**src/rtl/tdm_rx_pkg.sv**
```systemverilog
package tdm_rx_pkg;

  typedef enum logic {
    S_IDLE = 1'b0,
    S_RECV = 1'b1
  } rx_state_e;

  function automatic int frame_len(input int slots, input int bits);
    return slots * bits;
  endfunction

endpackage

```
**src/rtl/tdm_rx_edge.sv**
```systemverilog
module tdm_rx_edge #(
  parameter int STAGES = 2
) (
  input  logic clk,
  input  logic rst_n,
  input  logic bclk,
  input  logic fsync,
  input  logic sdata,
  output logic fall_evt,
  output logic fs_smp,
  output logic sd_smp
);

  localparam int LINES = 3;

  logic [LINES-1:0] sync_q [STAGES];
  logic             bclk_last;

  generate
    for (genvar g = 0; g < STAGES; g++) begin : g_stage
      if (g == 0) begin : g_first
        always_ff @(posedge clk) begin
          if (!rst_n) sync_q[g] <= '0;
          else        sync_q[g] <= {sdata, fsync, bclk};
        end
      end else begin : g_rest
        always_ff @(posedge clk) begin
          if (!rst_n) sync_q[g] <= '0;
          else        sync_q[g] <= sync_q[g-1];
        end
      end
    end
  endgenerate

  always_ff @(posedge clk) begin
    if (!rst_n) bclk_last <= 1'b0;
    else        bclk_last <= sync_q[STAGES-1][0];
  end

  assign fall_evt = bclk_last & ~sync_q[STAGES-1][0];
  assign fs_smp   = sync_q[STAGES-1][1];
  assign sd_smp   = sync_q[STAGES-1][2];

  // a falling edge needs the bit clock to rise again before the next one
  p_fall_isolated_r10: assert property (@(posedge clk) disable iff (!rst_n)
    fall_evt |=> !fall_evt);

endmodule

```
**src/rtl/tdm_rx_framer.sv**
```systemverilog
module tdm_rx_framer
  import tdm_rx_pkg::*;
#(
  parameter int FRAME_BITS = 256
) (
  input  logic                  clk,
  input  logic                  rst_n,
  input  logic                  fall_evt,
  input  logic                  fs_smp,
  input  logic                  sd_smp,
  output logic [FRAME_BITS-1:0] frame_bits,
  output logic                  frame_complete,
  output logic                  frame_err
);

  localparam int CW = $clog2(FRAME_BITS + 1);

  rx_state_e             state_q;
  logic [CW-1:0]         cnt_q;
  logic [CW-1:0]         cnt_after;
  logic [FRAME_BITS-1:0] shreg_q;
  logic                  fs_prev_q;
  logic                  fs_rise;
  logic                  capture;
  logic                  early_sync;

  assign fs_rise        = fall_evt & fs_smp & ~fs_prev_q;
  assign capture        = fall_evt & (state_q == S_RECV);
  assign cnt_after      = CW'(cnt_q + 1'b1);
  assign frame_complete = capture & (cnt_after == CW'(FRAME_BITS));
  assign early_sync     = fs_rise & (state_q == S_RECV) & ~frame_complete;
  assign frame_bits     = {shreg_q[FRAME_BITS-2:0], sd_smp};

  always_ff @(posedge clk) begin
    if (!rst_n)        fs_prev_q <= 1'b0;
    else if (fall_evt) fs_prev_q <= fs_smp;
  end

  always_ff @(posedge clk) begin
    if (!rst_n) begin
      state_q <= S_IDLE;
      cnt_q   <= '0;
    end else if (fs_rise) begin
      state_q <= S_RECV;
      cnt_q   <= '0;
    end else if (frame_complete) begin
      state_q <= S_IDLE;
      cnt_q   <= '0;
    end else if (capture) begin
      cnt_q   <= cnt_after;
    end
  end

  always_ff @(posedge clk) begin
    if (!rst_n)       shreg_q <= '0;
    else if (capture) shreg_q <= frame_bits;
  end

  always_ff @(posedge clk) begin
    if (!rst_n)              frame_err <= 1'b0;
    else if (early_sync)     frame_err <= 1'b1;
    else if (frame_complete) frame_err <= 1'b0;
  end

  p_sync_only_on_fall_r2: assert property (@(posedge clk) disable iff (!rst_n)
    fs_rise |-> fall_evt);

  p_cnt_bound_r3: assert property (@(posedge clk) disable iff (!rst_n)
    cnt_q < CW'(FRAME_BITS));

  p_restart_on_early_r6: assert property (@(posedge clk) disable iff (!rst_n)
    early_sync |=> (frame_err && state_q == S_RECV && cnt_q == '0));

  p_idle_holds_r7: assert property (@(posedge clk) disable iff (!rst_n)
    (state_q == S_IDLE && !fs_rise) |=> state_q == S_IDLE);

  p_idle_no_shift_r7: assert property (@(posedge clk) disable iff (!rst_n)
    (state_q == S_IDLE) |=> $stable(shreg_q));

  p_complete_no_err_r8: assert property (@(posedge clk) disable iff (!rst_n)
    frame_complete |=> !frame_err);

endmodule

```
**src/rtl/tdm_rx_slot_bank.sv**
```systemverilog
module tdm_rx_slot_bank #(
  parameter int NUM_SLOTS   = 8,
  parameter int SLOT_BITS   = 32,
  parameter int SAMPLE_BITS = 24
) (
  input  logic                             clk,
  input  logic                             rst_n,
  input  logic                             load,
  input  logic [NUM_SLOTS*SLOT_BITS-1:0]   frame_bits,
  output logic [NUM_SLOTS*SLOT_BITS-1:0]   slot_words,
  output logic [NUM_SLOTS*SAMPLE_BITS-1:0] samples,
  output logic                             done
);

  localparam int FB = NUM_SLOTS * SLOT_BITS;

  function automatic logic [SAMPLE_BITS-1:0] sample_of(input logic [SLOT_BITS-1:0] w);
    return w[SLOT_BITS-1 -: SAMPLE_BITS];
  endfunction

  generate
    for (genvar i = 0; i < NUM_SLOTS; i++) begin : g_slot
      always_ff @(posedge clk) begin
        if (!rst_n)    slot_words[i*SLOT_BITS +: SLOT_BITS] <= '0;
        else if (load) slot_words[i*SLOT_BITS +: SLOT_BITS] <= frame_bits[FB-1-i*SLOT_BITS -: SLOT_BITS];
      end
      assign samples[i*SAMPLE_BITS +: SAMPLE_BITS] = sample_of(slot_words[i*SLOT_BITS +: SLOT_BITS]);
    end
  endgenerate

  always_ff @(posedge clk) begin
    if (!rst_n) done <= 1'b0;
    else        done <= load;
  end

  p_done_after_load_r5: assert property (@(posedge clk) disable iff (!rst_n)
    load |=> done);

  p_words_hold_r5: assert property (@(posedge clk) disable iff (!rst_n)
    !done |-> $stable(slot_words));

endmodule

```
**src/rtl/tdm_slot_deser.sv**
```systemverilog
module tdm_slot_deser #(
  parameter int NUM_SLOTS   = 8,
  parameter int SLOT_BITS   = 32,
  parameter int SAMPLE_BITS = 24,
  parameter int SYNC_STAGES = 2
) (
  input  logic                             clk,
  input  logic                             rst_n,
  input  logic                             bclk_i,
  input  logic                             fsync_i,
  input  logic                             sdata_i,
  output logic [NUM_SLOTS*SLOT_BITS-1:0]   slot_words_o,
  output logic [NUM_SLOTS*SAMPLE_BITS-1:0] samples_o,
  output logic                             frame_done_o,
  output logic                             frame_err_o
);

  localparam int FRAME_BITS = tdm_rx_pkg::frame_len(NUM_SLOTS, SLOT_BITS);

  logic                  fall_evt;
  logic                  fs_smp;
  logic                  sd_smp;
  logic [FRAME_BITS-1:0] frame_bits;
  logic                  frame_complete;

  tdm_rx_edge #(.STAGES(SYNC_STAGES)) u_edge (
    .clk      (clk),
    .rst_n    (rst_n),
    .bclk     (bclk_i),
    .fsync    (fsync_i),
    .sdata    (sdata_i),
    .fall_evt (fall_evt),
    .fs_smp   (fs_smp),
    .sd_smp   (sd_smp)
  );

  tdm_rx_framer #(.FRAME_BITS(FRAME_BITS)) u_framer (
    .clk            (clk),
    .rst_n          (rst_n),
    .fall_evt       (fall_evt),
    .fs_smp         (fs_smp),
    .sd_smp         (sd_smp),
    .frame_bits     (frame_bits),
    .frame_complete (frame_complete),
    .frame_err      (frame_err_o)
  );

  tdm_rx_slot_bank #(
    .NUM_SLOTS   (NUM_SLOTS),
    .SLOT_BITS   (SLOT_BITS),
    .SAMPLE_BITS (SAMPLE_BITS)
  ) u_bank (
    .clk        (clk),
    .rst_n      (rst_n),
    .load       (frame_complete),
    .frame_bits (frame_bits),
    .slot_words (slot_words_o),
    .samples    (samples_o),
    .done       (frame_done_o)
  );

  p_done_single_r5: assert property (@(posedge clk) disable iff (!rst_n)
    frame_done_o |=> !frame_done_o);

  p_done_clears_err_r9: assert property (@(posedge clk) disable iff (!rst_n)
    frame_done_o |-> !frame_err_o);

endmodule

```
**config.mk**
```make
export PLATFORM = sky130hd
export DESIGN_NAME = tdm_slot_deser
export DESIGN_NICKNAME = d
export VERILOG_FILES = /design/src/rtl/tdm_rx_pkg.sv /design/src/rtl/tdm_rx_edge.sv /design/src/rtl/tdm_rx_framer.sv /design/src/rtl/tdm_rx_slot_bank.sv /design/src/rtl/tdm_slot_deser.sv
export SDC_FILE = /design/constraint.sdc
export NUM_CORES = 1
export LEC_CHECK = 0
export CAP_MARGIN = 0
export CORE_AREA = 4 4 190 192
export DETAILED_ROUTE_END_ITERATION = 7
export DIE_AREA = 0 0 194 196
export DONT_BUFFER_PORTS = 1
export GPL_TIMING_DRIVEN = 0
export PLACE_DENSITY = 0.83
export RECOVER_POWER = 50
export SYNTH_ARGS = -nofsm -noshare
export SYNTH_HDL_FRONTEND = slang
export SYNTH_HIERARCHICAL = 1
export SYNTH_SLANG_ARGS = --single-unit
```
**constraint.sdc**
```tcl
create_clock -name clk -period 2.84 [get_ports clk]
set_input_delay 0.852 -clock clk [delete_from_list [all_inputs] [get_ports clk]]
set_output_delay 0.852 -clock clk [all_outputs]
set_load 0.1 [all_outputs]
```
==> metrics.yaml, run 1 <==
track_usage_pct: 23.78
clkSinkCount: 531
globalplace.congestion: 0.8176
yosysTopAreaCell: "dfxtp_1"
critPathRequiredTime_ns: 3.28
die_area_um2: 38020
end_kind: "flop"
grt.overflow.total: 0
layout_common_cells: "nand2_1 (520), dfxtp_1 (337), nor2b_1 (259), mux2i_1 (258), a21boi_0 (255)"
ys_seq_elements: 531
timing.hold.ws_ns: 0.4096
yosys_warnings: 6
synth_nets: 2234
drtAntennaViolNets: 0
area_growth_syn_to_layout_pct: 11.83
yosysTopAreaCellShare_pct: 49.37
final-instance-count-excl-fill: 2777
path_clk_slew_ns: 0.06
synth_ff_type: "dfxtp_1"
p_per_area_nw_per_um2: 608.2
async_reset_ff_share_pct: 0
drv_cap: 0
port_buffers: 0
drc: 0
die_y_um: 196
hold_viol: 0
drt_iter0_drc: 853
synth_area_per_cell_um2: 9.669
fin_util_pct: 70.06
htreeDepth: 2
start_util_pct: 62.65
critical_path_class: "flop to flop"
core-area_um2: 34370
via_per_inst: 5.247
drive_above_1_share_pct: 22.06
timing.final.max_slew_violations: 0
max_slew.worst_pin.slew_ns: 1.077
ys_seq_area_share_pct: 49.37
final_nets: 2287
setup_viol: 0
syn_inst: 2227
num_io_pins: 455
dp.cells: 2682
cts_buffers: 51
die_w_um: 194
layout_commonest_cell: "nand2_1"
clk_latency_ns: 0.56
grt_pass1_vias: 14270
fmax_mhz: 367.9
row_count: 68
place_hpwl_um: 33270
syn-cell-area_um2: 21530
hp-class: "input port to flop"
rsz0062_at_grt: "false"
cp-start-kind: "flop"
grt_max_degree: 15
synth_area_leaders: "dfxtp_1 (49%), mux2i_1 (12%), nand2_1 (9.1%)"
status: "completed"
vias: 14570
hold_buffers: 0
synth_cell_type_count: 39
n_fill_cell: 2496
synth_edf_count: 0
wirelength_um: 47940
path_max_fanout: 10
period_needed_ns: 2.718
maxSlewHeadroom_pct: 28.09
crit_arrival_ns: 3.16
cts_tree: "built"
ir_worst_vdd_mv: 0.5116
cts_root_buffer: "clkbuf_16"
antenna_found_initial: 1
finalCritPeriodShare_pct: 95.72
wl_per_cell_um: 17.26
p_leak_nw: 8.004
clockBufferDepth: 3
finClkSkew_ns: 0.01458
grt_pass1_wl_um: 75640
first_pass_iters: 5
[registers in the layout, indices dropped and copies added (netlist names)]
name / flops
u_framer/state_q: 1
u_bank/slot_words: 64
u_framer/fs_prev_q: 1
u_bank/samples: 192
u_framer/frame_err: 1
u_edge/sync_q: 6
u_framer/cnt_q: 9
u_framer/shreg_q: 255
u_edge/bclk_last: 1
u_bank/done: 1
[path summary, 6_finish.rpt]
check | from | to | slack (ns) | cells past startpoint
worst max register to register | u_framer/cnt_q[0] | u_bank/samples[3] | 0.12 | 10
worst max-delay path | u_framer/cnt_q[0] | u_bank/samples[3] | 0.12 | 10
worst min-delay path | rst_n | u_edge/sync_q[1][2] | 0.41 | 1
worst min register to register | u_edge/sync_q[0][2] | u_edge/sync_q[1][2] | 0.43 | 1
[kinds of logic (layout without fill, tap and decap cells)]
logic type / count (synthesis) / count (layout) / share of synthesized area (%)
adder cells (fa/ha/maj): 2 / 2 / 0.1162
AND/OR/NAND/NOR: 811 / 811 / 17.57
buffers and inverters: 342 / 436 / 11.02
AO/OA/AOI/OAI: 274 / 274 / 9.576
other: 0 / 1 / 0
XOR/XNOR: 9 / 9 / 0.3661
multiplexers: 258 / 258 / 11.99
flip-flops: 531 / 531 / 49.37
[power by group]
group          leakage (nW)  total, W  switching [W]  internal [W]
clock network         0.864   0.00697        0.00278       0.00420
registers              4.38   0.00745     0.00000163       0.00745
logic                  2.76  0.000222       0.000114      0.000108
[cell type report]
cell class / count / area [um^2] / share of cell area, %
inverter: 1 / 3.754 / 0.01559
buffer: 341 / 2341 / 9.722
antenna: 1 / 2.502 / 0.01039
multi-input combinational: 1354 / 8531 / 35.43
sequential: 531 / 10870 / 45.15
clock buffer: 82 / 1595 / 6.625
tap: 455 / 569.3 / 2.364
clock inverter: 12 / 165.2 / 0.6859
[metrics by stage]
stage / power (W) / area (um^2) / setup WS [ns] / setup TNS, ns
finish: 0.01465 / 24080 / 0.1216 / 0
global route: 0.01509 / 24080 / 0.003307 / 0
CTS: 0.01476 / 24100 / 0.002707 / 0
detailed placement: 0.007840 / 22100 / -0.01369 / -0.01369
global placement: 0.007834 / 22100 / 0.1238 / 0
floorplan: 0.007782 / 21530 / 0.4384 / 0
[synthesized netlist by cell type, types with 3 or more instances]
master	count
dfxtp_1	531
nand2_1	520
nor2b_1	259
mux2i_1	258
a21boi_0	255
buf_4	198
clkbuf_1	74
buf_2	27
buf_8	24
buf_1	14
a311oi_1	9
and2_1	9
xnor2_1	8
nor2_1	6
nor3_1	3
[worst max-delay path, stage by stage (launching register included)]
cell and delay, ns:
dfxtp_2 0.40, ha_2 0.24, nand3_2 0.15, or4_4 0.50, nand3_2 0.11, and4b_1 0.19
buf_4 0.20, buf_8 0.23, buf_8 0.19, mux2i_1 0.27, nor2b_1 0.10
[per-layer routing]
layer | global-route usage (%) | vias to the layer above | routed length [um] | share of wire, %
li1 | - | 7161 | - | -
met1 | 28.43 | 6856 | 19470 | 41
met2 | 42.25 | 478 | 23810 | 50
met3 | 6.285 | 76 | 3569 | 7.4
met4 | 7.005 | 0 | 1087 | 2.3
met5 | 0 | - | 0 | 0
[timing repair]
item                                    4_1_cts  5_1_grt
gates resized for setup                     193        3
setup buffers                                 0        0
gates cloned                                  0        0
hold endpoints to repair                      0        0
endpoints found under the setup margin      194       62
(Power assumes the default switching activity.)
==> run 2, diff against run 1 <==
- PLACE_DENSITY: 0.83 -> 0.85
==> metrics.yaml, run 2 (synthesis results as in run 1) <==
status: "completed"
path_clk_slew_ns: 0.06  # about the same
globalplace.congestion: 0.7996  # -2.2%
row_count: 68  # unchanged
drc: 0  # unchanged
rrSetupSlack_ns: 0.15  # +0.03 ns
finalCritPeriodShare_pct: 94.75  # -0.97 points
path_max_fanout: 10  # unchanged
htreeDepth: 2  # unchanged
wirelength_um: 49030  # +2.3%
via_per_inst: 5.308  # +1.2%
cts_tree: "built"
grt.overflow.total: 0  # unchanged
cp-start-kind: "flop"
drt_iter0_drc: 783  # -8.2%
layout_commonest_cell: "nand2_1"
core-area_um2: 34370  # unchanged
path_cells: "ha_1, and3_1, or4_1, nand3_2, and4b_1, buf_4, buf_12, buf_8, mux2i_1, nor2b_1"
final_nets: 2288  # +0.044%
clkSinkCount: 531  # unchanged
start_util_pct: 62.65  # unchanged
worst_path_largest_cell_delay_ns: 0.49  # about the same
seqPwrFrac_pct: 52.3  # +1.4 points
ir_worst_vdd_mv: 0.5020  # -1.9%
largest_reg_flops: 255  # unchanged
place_hpwl_um: 34060  # +2.4%
final-instance-count-excl-fill: 2771  # -0.22%
n_fill_cell: 2488  # -0.32%
power_w: 0.01423  # -2.8%
fin_util_pct: 69.61  # -0.44 points
dpl_cell_area_um2: 22100  # unchanged
p_per_area_nw_per_um2: 594.9  # -2.2%
p_sw_share_pct: 20.30  # +0.55 points
p_int_w: 0.01134  # -3.5%
critical-path-top-delay-family: "simple AND/OR/NAND/NOR gates"
hold_viol: 0  # unchanged
end_kind: "flop"
grt_pass1_vias: 14780  # +3.6%
maxSlewHeadroom_pct: 26.45  # -1.6 points
cts_setup_buffers: 0  # unchanged
combPwrFrac_pct: 1.5  # about the same
clk_latency_ns: 0.57  # about the same
worst_r2r_path_depth: 10  # unchanged
cts_root_buffer: "clkbuf_16"
fmax_mhz: 371.6  # +1.0%
regMostFlops: "u_framer/shreg_q"
hold_buffers: 0  # unchanged
max_slew.worst_pin.slew_ns: 1.102  # +0.02465 ns
min_path_cells: 1  # unchanged
diodes: 0  # -1
cts_buffers: 52  # +2.0%
drtAntennaViolNets: 0  # unchanged
track_usage_pct: 24.48  # +0.71 points
period_needed_ns: 2.691  # -0.02748 ns
design_area_um2: 23930  # -0.63%
min_from: "rst_n"
rsz0062_at_grt: "false"
grt_pass1_wl_um: 77470  # +2.4%
dp.cells: 2682  # unchanged
hold_end: "u_edge/sync_q[0][2]"
setup_viol: 0  # unchanged
cts_resized: 194  # +0.52%
wl_per_cell_um: 17.69  # +2.5%
timing.final.max_slew_violations: 0  # unchanged
first_pass_iters: 5  # unchanged
worstReg2RegStart: "u_framer/cnt_q[0]"
regToRegEndpoint: "u_bank/samples[181]"
tns_ns: 0  # unchanged
grt_max_degree: 15  # unchanged
area_growth_syn_to_layout_pct: 11.12
p_leak_nw: 7.946  # -0.72%
cp.depth: 10  # unchanged
finClkSkew_ns: 0.01258  # -0.002001 ns
drv_cap: 0  # unchanged
die_w_um: 194  # unchanged
layout_common_cells: "nand2_1 (520), dfxtp_1 (337), nor2b_1 (259), mux2i_1 (258), a21boi_0 (255)"
critical_path_class: "flop to flop"
die_area_um2: 38020  # unchanged
slowest_stage: "or4_1"
drive_above_1_share_pct: 21.93  # -0.13 points
die_y_um: 196  # unchanged
clockBufferDepth: 3  # unchanged
hp-class: "input port to flop"
antenna_found_initial: 0  # -1
vias: 14710  # +0.94%
critPathRequiredTime_ns: 3.29  # about the same
crit_arrival_ns: 3.14  # -0.02 ns
port_buffers: 0  # unchanged
num_io_pins: 455  # unchanged
p_clk_share_pct: 46.1  # -1.5 points
cp_num_buf_inv: 3  # unchanged
p_sw_w: 0.002889  # -0.12%
==> run 2: metrics by stage <==
step           hold slack (ns)  worst slack, ns
4_1_cts                 0.3679          0.05970
6_report                0.4095           0.1491
2_1_floorplan           0.4118           0.4384
3_3_place_gp            0.4151           0.1196
3_5_place_dp            0.4307        -0.001578
5_1_grt                 0.3931          0.01422
==> run 2: routing by layer <==
metal	vias to the layer above	track usage, %	routed length, um
met5	-	0	0
met4	0	8.542	1367
met3	85	6.303	3413
met2	488	44.60	24910
met1	6974	27.88	19340
li1	7161	-	-
==> run 2: power by group through the flow <==
stage          combinational, W  clock [W]  sequential (W)
2_1_floorplan          0.000164          0         0.00762
4_1_cts                0.000220    0.00669         0.00745
3_5_place_dp           0.000219          0         0.00762
5_1_grt                0.000237    0.00699         0.00745
6_report               0.000220    0.00656         0.00745
3_3_place_gp           0.000214          0         0.00762
==> run 2: cell type report <==
class / count / area (um^2) / area share, %
Clock buffer: 69 / 1426 / 5.961
Tap cell: 455 / 569.3 / 2.379
Sequential cell: 531 / 10870 / 45.44
Multi-Input combinational cell: 1354 / 8528 / 35.64
Clock inverter: 20 / 185.2 / 0.7739
Inverter: 1 / 3.754 / 0.01569
Buffer: 341 / 2342 / 9.789
==> run 2: how the worst max path moves through the flow <==
stage                 startpoint                    to  slack (ns)
5_1_grt        u_framer/cnt_q[0]   u_bank/samples[181]        0.01
6_report       u_framer/cnt_q[0]   u_bank/samples[181]        0.15
3_5_place_dp   u_framer/cnt_q[0]    u_bank/samples[52]      -0.002
3_3_place_gp   u_framer/cnt_q[0]  u_bank/slot_words[4]        0.12
4_1_cts        u_framer/cnt_q[0]   u_bank/samples[181]        0.06
2_1_floorplan  u_framer/cnt_q[0]   u_bank/samples[100]        0.44
